**src/rtl/dec3_scan_display.sv**
```systemverilog
module dec3_scan_display #(
  parameter int unsigned CLK_HZ  = 50_000_000,
  parameter int unsigned SCAN_HZ = 500
) (
  input  logic       clk,
  input  logic       rst,
  input  logic       sample_vld,
  input  logic [7:0] sample,
  output logic [6:0] seg,
  output logic [7:0] sel
);
  localparam int unsigned DIV = CLK_HZ / SCAN_HZ;
  localparam int unsigned CW  = (DIV > 2) ? $clog2(DIV) : 1;
  localparam logic [7:0]  SCAN_START = 8'h20;

  logic [CW-1:0] div_q;
  logic [7:0]    scan_q;
  logic [3:0]    hun_q, ten_q, one_q;
  logic [3:0]    cur;

  logic       tick;
  logic [7:0] scan_shl;
  logic [3:0] hun_d, ten_d, one_d;

  assign tick     = (div_q == CW'(DIV - 1));
  assign scan_shl = {scan_q[6:0], 1'b0};
  assign hun_d    = 4'(sample / 8'd100);
  assign ten_d    = 4'((sample / 8'd10) % 8'd10);
  assign one_d    = 4'(sample % 8'd10);

  function automatic logic [6:0] seg_code(input logic [3:0] d);
    case (d)
      4'd0:    seg_code = 7'b1111110;
      4'd1:    seg_code = 7'b0001100;
      4'd2:    seg_code = 7'b0110111;
      4'd3:    seg_code = 7'b0011111;
      4'd4:    seg_code = 7'b1001101;
      4'd5:    seg_code = 7'b1011011;
      4'd6:    seg_code = 7'b1111011;
      4'd7:    seg_code = 7'b0001110;
      4'd8:    seg_code = 7'b1111111;
      4'd9:    seg_code = 7'b1011111;
      default: seg_code = 7'b0000000;
    endcase
  endfunction

  always_comb begin
    case (scan_q)
      8'h80:   cur = hun_q;
      8'h40:   cur = ten_q;
      default: cur = one_q;
    endcase
  end

  always_ff @(posedge clk) begin
    if (rst) begin
      div_q  <= '0;
      scan_q <= SCAN_START;
      sel    <= '0;
      seg    <= '0;
    end else if (tick) begin
      div_q  <= '0;
      sel    <= scan_q;
      seg    <= seg_code(cur);
      scan_q <= (scan_shl == 8'h00) ? SCAN_START : scan_shl;
    end else begin
      div_q  <= div_q + 1'b1;
    end
  end

  always_ff @(posedge clk) begin
    if (rst) begin
      hun_q <= 4'd1;
      ten_q <= 4'd2;
      one_q <= 4'd3;
    end else if (sample_vld) begin
      hun_q <= hun_d;
      ten_q <= ten_d;
      one_q <= one_d;
    end
  end
endmodule

```
**config.mk**
```make
export PLATFORM = sky130hd
export DESIGN_NAME = dec3_scan_display
export DESIGN_NICKNAME = d
export VERILOG_FILES = /design/src/rtl/dec3_scan_display.sv
export SDC_FILE = /design/constraint.sdc
export NUM_CORES = 1
export LEC_CHECK = 0
export BUFFER_PORTS_ARGS = -buffer_cell sky130_fd_sc_hd__buf_2
export CELL_PAD_IN_SITES_DETAIL_PLACEMENT = 1
export CELL_PAD_IN_SITES_GLOBAL_PLACEMENT = 1
export CORE_MARGIN = 3
export CORE_UTILIZATION = 40
export DETAILED_ROUTE_END_ITERATION = 8
export GPL_TIMING_DRIVEN = 0
export PLACE_DENSITY = 0.73
export RECOVER_POWER = 50
export SLEW_MARGIN = 15
export SYNTH_ARGS = -nofsm -noshare
export SYNTH_HDL_FRONTEND = slang
export SYNTH_SLANG_ARGS = --single-unit
export TNS_END_PERCENT = 5
```
**constraint.sdc**
```tcl
create_clock -name clk -period 3.4 [get_ports clk]
set_input_delay 0.51 -clock clk [delete_from_list [all_inputs] [get_ports clk]]
set_output_delay 0.51 -clock clk [all_outputs]
set_load 0.005 [all_outputs]
```
==> results of run 1 <==
## final timing paths
check                   end  depth (start not counted)
setup / recovery   ten_q[2]                         15
hold / removal     div_q[0]                          1
setup reg to reg  div_q[13]                          7
hold reg to reg    div_q[0]                          1
## through the flow
stage               std cells  setup TNS, ps  total power (uW)  instance area, um^2
finish                    501              0              1160                 3290
global route              501              0              1230                 3290
CTS                       501              0              1170                 3290
detailed placement        493           -283               775                 3170
global placement          493          -63.6               767                 3170
floorplan                 379              0               712                 2960
## metal layers
metal	global-route usage	vias up	share of wire
met5	0	-	0
li1	-	1385	-
met1	0.241	1320	0.48
met2	0.316	22	0.49
met3	0.0213	2	0.019
met4	0.0371	0	0.0056
## timing repair
| item | in CTS | in global routing |
|---|---|---|
| gates resized for setup | 0 | 2 |
| setup endpoints to repair | 0 | 1 |
| hold endpoints to repair | 0 | 0 |
## power by group through the flow
stage	logic (uW)	clock network [uW]	registers (uW)
global route	308	425	493
detailed placement	272	0	503
CTS	274	409	492
global placement	265	0	502
finish	275	396	492
floorplan	213	0	499
## registers in the layout, summed over array words and instances, names as in the netlist
signal  flops
div_q      17
seg         7
one_q       4
ten_q       4
scan_q      3
sel         3
hun_q       2
## final cells by class
class                   instances  area [um^2]
plain buffers                  32          188
clock buffers                   5         68.8
clock inverters                 3         47.5
fillers                       894         3700
inverters                      16         60.1
multi-input cells             291         1920
flip-flops and latches         40          801
well taps                      96          120
repair buffers                 18         82.6
## logic make-up after synthesis
logic type      Yosys count  synth area share
compound gates          111             0.269
xor+xnor                 20            0.0594
fa+ha+maj                12            0.0492
buf+inv                  48            0.0865
flops                    40             0.272
mux                       5            0.0212
other cells               1           0.00127
simple gates            138             0.242
## placed cells by master (no fill, tap or decap), drive strengths merged, types with 3 or more instances in the layout
cell    synthesis  layout
conb            1       5
o311ai          3       3
nand2          35      35
o211ai          4       4
mux2i           5       5
nand2b          6       6
o21ai          29      29
nand4           4       4
inv            16      16
o22ai           5       5
nand3          12      12
or3             7       7
ha             10      10
buf            23      30
xnor2           7       7
xor2           13      13
a31oi           4       4
a21oi          32      32
or4             3       3
o21a            6       6
and3            6       6
and3b           3       3
clkbuf          9      25
nor2           35      35
dfxtp          40      40
nor2b           8       8
nor4bb          3       3
a211oi          5       5
nor3            6       6
==> impl_metrics.tcl, run 1 <==
set metrics [dict create \
    grtUsageTotal 0.181 \
    synthTopCellsByArea "dfxtp_1 27%, a21oi_1 5.3%, o21ai_0 4.6%, nor2_1 4.5%, nand2_1 4.3%" \
    syn_area_mm2 0.00295 \
    rows 30 \
    die_area_mm2 0.00844 \
    route.vias.total 2729 \
    path_clk_slew_ps 90 \
    cts_made_buffers 5 \
    cts_tree "yes" \
    syn_inst 375 \
    route.detailed.drc 0 \
    rrSetupSlack_ps 510 \
    ys_ff_latch 40 \
    slowest_delay_ps 340 \
    crit_start "sample[7]" \
    syn_area_per_cell_um2 7.86 \
    ir_drop_v 0.000132 \
    postCtsSetupRepairBufs 0 \
    routed_via_density 5.45 \
    swShare 0.301 \
    cp_data_required_time_ps 3600 \
    cts_sinks 40 \
    first_pass_iters 4 \
    die_x_um 91.9 \
    grt-ovfl-total 0 \
    postLayoutCoreUtil 0.471 \
    slew_headroom 0.427 \
    yosysMostFrequentCell "dfxtp_1" \
    rr_startpoint "div_q[12]" \
    critPathMaxFanout 10 \
    finalHoldViolations 0 \
    ctsHoldBuffers 0 \
    cts-root-buf "clkbuf_8" \
    postRouteAntennaNets 0 \
    crit_slowest_cell "a31oi_2" \
    drive_gt1_frac 0.143 \
    syn_to_final_growth_pct 11.4 \
    grt_antenna_before_repair 0 \
    p_clk_frac 0.341 \
    wl_per_cell_um 15.0 \
    p_seq_frac 0.423 \
    fin_ws_ps 323 \
    rsz0062_at_grt "false" \
    yosys.area.top_type "dfxtp_1" \
    crit_family "compound AO/OA/AOI/OAI gates" \
    first_iter_violations 101 \
    synth_top_area_frac 0.272 \
    synth_common_cells "40 x dfxtp_1, 35 x nor2_1, 34 x nand2_1" \
    core_area_mm2 0.00698 \
    fin_crit_sh 0.905 \
    hp-class "flip-flop to flip-flop" \
    clockBufferDepth 2 \
    gp_congestion 0.876 \
    pwr-share-comb 0.236 \
    leakagePower_uw 0.00128 \
    die_y_um 91.9 \
    nets 425 \
    whs_ps 456 \
    p_int_uw 812 \
    pin_count 26 \
    yosysUniqueCellTypes 68 \
    synth_edf_count 0 \
    critPathBufInv 5 \
    htreeDepth 2 \
    worstSetupStartpointType "input pin" \
    clkLatencyLatePin_ps 290 \
    yosysSeqAreaShare 0.272 \
    grt_pass1_wl_mm 13.1 \
    crit_chain "buf_2, buf_6, buf_6, buf_2, nand2_1, o2bb2ai_2, inv_1, ha_1, o211ai_1, a21oi_1, and3_1, a31oi_2, ha_1, a21boi_2, o41ai_2" \
    worstSetupEndpointType "flip-flop" \
    worst_pin_slew_ps 850 \
    status "finished clean" \
    cp.arrival_ps 3280 \
    critPathKind "input pin to flip-flop" \
    clock_skew_ps 12.5 \
    drv_slew 0 \
    dp_slack_ps -199 \
    fmax_ghz 0.325 \
    fin_crit_ps 3080 \
    portBuffers 18 \
    cap_violations 0 \
    wl_mm 7.51 \
    switching_power_uw 350 \
    hold_start "div_q[0]" \
    diodes 0 \
    initial_core_util 0.422 \
    dp_hpwl_mm 5.83 \
    grt_pass1_vias 2690 \
    synthArstFlopShare 0 \
    setup_viol 0 \
    ys.warnings.count 0 \
    synth_flop_cell "dfxtp_1" \
    grt_max_degree 15 \
    p_per_area_mw_per_mm2 354 \
]
Power figures use the tool's default switching activity.
==> run 2, diff against run 1 <==
--- a/config.mk
+++ b/config.mk
@@ -14,6 +14,7 @@
 export GPL_TIMING_DRIVEN = 0
 export PLACE_DENSITY = 0.73
 export RECOVER_POWER = 50
+export REMOVE_ABC_BUFFERS = 1
 export SLEW_MARGIN = 15
 export SYNTH_ARGS = -nofsm -noshare
 export SYNTH_HDL_FRONTEND = slang
==> run 2 against run 1 <==
Compared with the run above:
- hold slack worse by 6.2 ps
- critical endpoint unchanged
- register-to-register slack better by 80 ps
- flip-flop and latch count unchanged
- largest cell class unchanged
- largest power group unchanged
- core utilization down 2.8 points
- global-route usage down 1.4 points
==> impl_metrics.tcl, run 2 (synthesis gave the netlist of run 1 again) <==
set metrics [dict create \
    status "finished clean" \
    grt_max_degree 35 \
    use_met3 0.0172 \
    hp-class "flip-flop to flip-flop" \
    drv_slew 0 \
    portBuffers 20 \
    crit_family "compound AO/OA/AOI/OAI gates" \
    clkLatencyLatePin_ps 300 \
    fillers 889 \
    totalPowerFinal_uw 1140 \
    route.detailed.drc 0 \
    worst_pin_slew_ps 1130 \
    postCtsSetupRepairBufs 0 \
    fmax_ghz 0.325 \
    routed_via_density 5.53 \
    postRouteAntennaNets 0 \
    hold-path-endpoint "div_q[0]" \
    ir_drop_v 0.000172 \
    reg2reg_to "seg[5]" \
    dp_hpwl_mm 4.79 \
    r2r_cells 6 \
    wl_mm 6.79 \
    cp.arrival_ps 3280 \
    cts-root-buf "clkbuf_8" \
    diodes 0 \
    finalHoldViolations 0 \
    crit_chain "clkbuf_4, inv_1, maj3_1, o2bb2ai_1, inv_1, ha_1, o211ai_1, a21oi_1, and3_1, a31oi_2, ha_1, a21boi_2, o41ai_2" \
    grt_pass1_wl_mm 12.0 \
    syn_to_final_growth_pct 4.75 \
    wl_per_cell_um 14.4 \
    first_pass_iters 4 \
    clock_skew_ps 8.43 \
    layout_commonest_cell "dfxtp_1" \
    initial_core_util 0.422 \
    fin_crit_ps 3080 \
    cts_sinks 40 \
    grt-ovfl-total 0 \
    final_area_mm2 0.00309 \
    cp_data_required_time_ps 3600 \
    route.vias.total 2603 \
    core_area_mm2 0.00698 \
    die_x_um 91.9 \
    grt_pass1_vias 2536 \
    rr_startpoint "div_q[14]" \
    critPathKind "input pin to flip-flop" \
    slew_headroom 0.239 \
    setup_viol 0 \
    whs_ps 450 \
    hold_depth 1 \
    clockBufferDepth 2 \
    die_y_um 91.9 \
    largest_reg_flops 17 \
    leakagePower_uw 0.00118 \
    worstSetupStartpointType "input pin" \
    top_regs "div_q x17, seg x7" \
    nets 395 \
    grtUsageTotal 0.167 \
    cap_violations 0 \
    path_clk_slew_ps 90 \
    hold_start "div_q[0]" \
    pin_count 26 \
    slowest_delay_ps 360 \
    die_area_mm2 0.00844 \
    ctsHoldBuffers 0 \
    fin_ws_ps 324 \
    crit_slowest_cell "maj3_1" \
    cts_tree "yes" \
    first_iter_violations 115 \
    regMostFlops "div_q" \
    rrSetupSlack_ps 590 \
    placed_area_mm2 0.00299 \
    drive_gt1_frac 0.115 \
    critPathMaxFanout 29 \
    dp_slack_ps -108 \
    critPathBufInv 3 \
    rsz0062_at_grt "false" \
    htreeDepth 2 \
    busiest_layer "met2" \
    worstSetupEndpointType "flip-flop" \
    cts_made_buffers 5 \
    fin_crit_sh 0.905 \
    met2_usage 0.281 \
    grt_antenna_before_repair 0 \
    grtUsageMet1 0.224 \
    layout_common_cells "40 x dfxtp_1, 35 x nor2_1, 34 x nand2_1" \
    rows 30 \
    gp_congestion 0.790 \
    p_per_area_mw_per_mm2 368 \
]
==> run 2: cell count changes in the layout (fill, tap and decap cells not counted), moves of 2 or more <==
cell,before,now
buf_2,18,15
buf_4,8,0
buf_6,4,0
clkbuf_1,20,4
clkinv_4,2,0
==> run 2: metal layers <==
layer  share of wire  routed length, um
met1            0.49               3330
met2            0.47               3220
met3           0.021                144
met4           0.014                 97
met5               0                  0
==> run 2: worst max path at each step <==
stage                           to       from  depth (start not counted)  slack [ps]
after global placement    ten_q[2]  sample[7]                         13         -50
after CTS                 ten_q[2]  sample[7]                         13         180
final                     ten_q[2]  sample[7]                         13         320
after floorplan           ten_q[2]  sample[6]                         12         650
after global routing      ten_q[2]  sample[6]                         13          80
after detailed placement  ten_q[2]  sample[7]                         13        -110
==> run 2: cell type report <==
class | instances | area [um^2] | share of cell area
clock buffer | 5 | 68.8 | 0.0223
clock inverter | 3 | 46.3 | 0.0150
inverter | 16 | 60.1 | 0.0194
multi-input combinational | 291 | 1900 | 0.614
sequential | 40 | 801 | 0.259
tap | 96 | 120 | 0.0389
timing repair buffer | 20 | 97.6 | 0.0316
==> run 2: metrics by stage <==
step,setup TNS [ps],instances,util
6_report,0,471,0.442
5_1_grt,0,471,0.442
4_1_cts,0,471,0.445
3_5_place_dp,-142,463,0.428
3_3_place_gp,-54.8,463,0.428
2_1_floorplan,0,347,-
==> run 2: what timing repair did <==
action	4_1_cts	5_1_grt
endpoints found under the hold margin	0	0
resized for setup	0	2
endpoints found under the setup margin	0	2
==> run 2: report_power, final <==
part	total [uW]	internal, uW	switching (uW)
registers	491	482	9.38
logic	244	92.2	152
clock network	401	221	180
total	1140	795	341
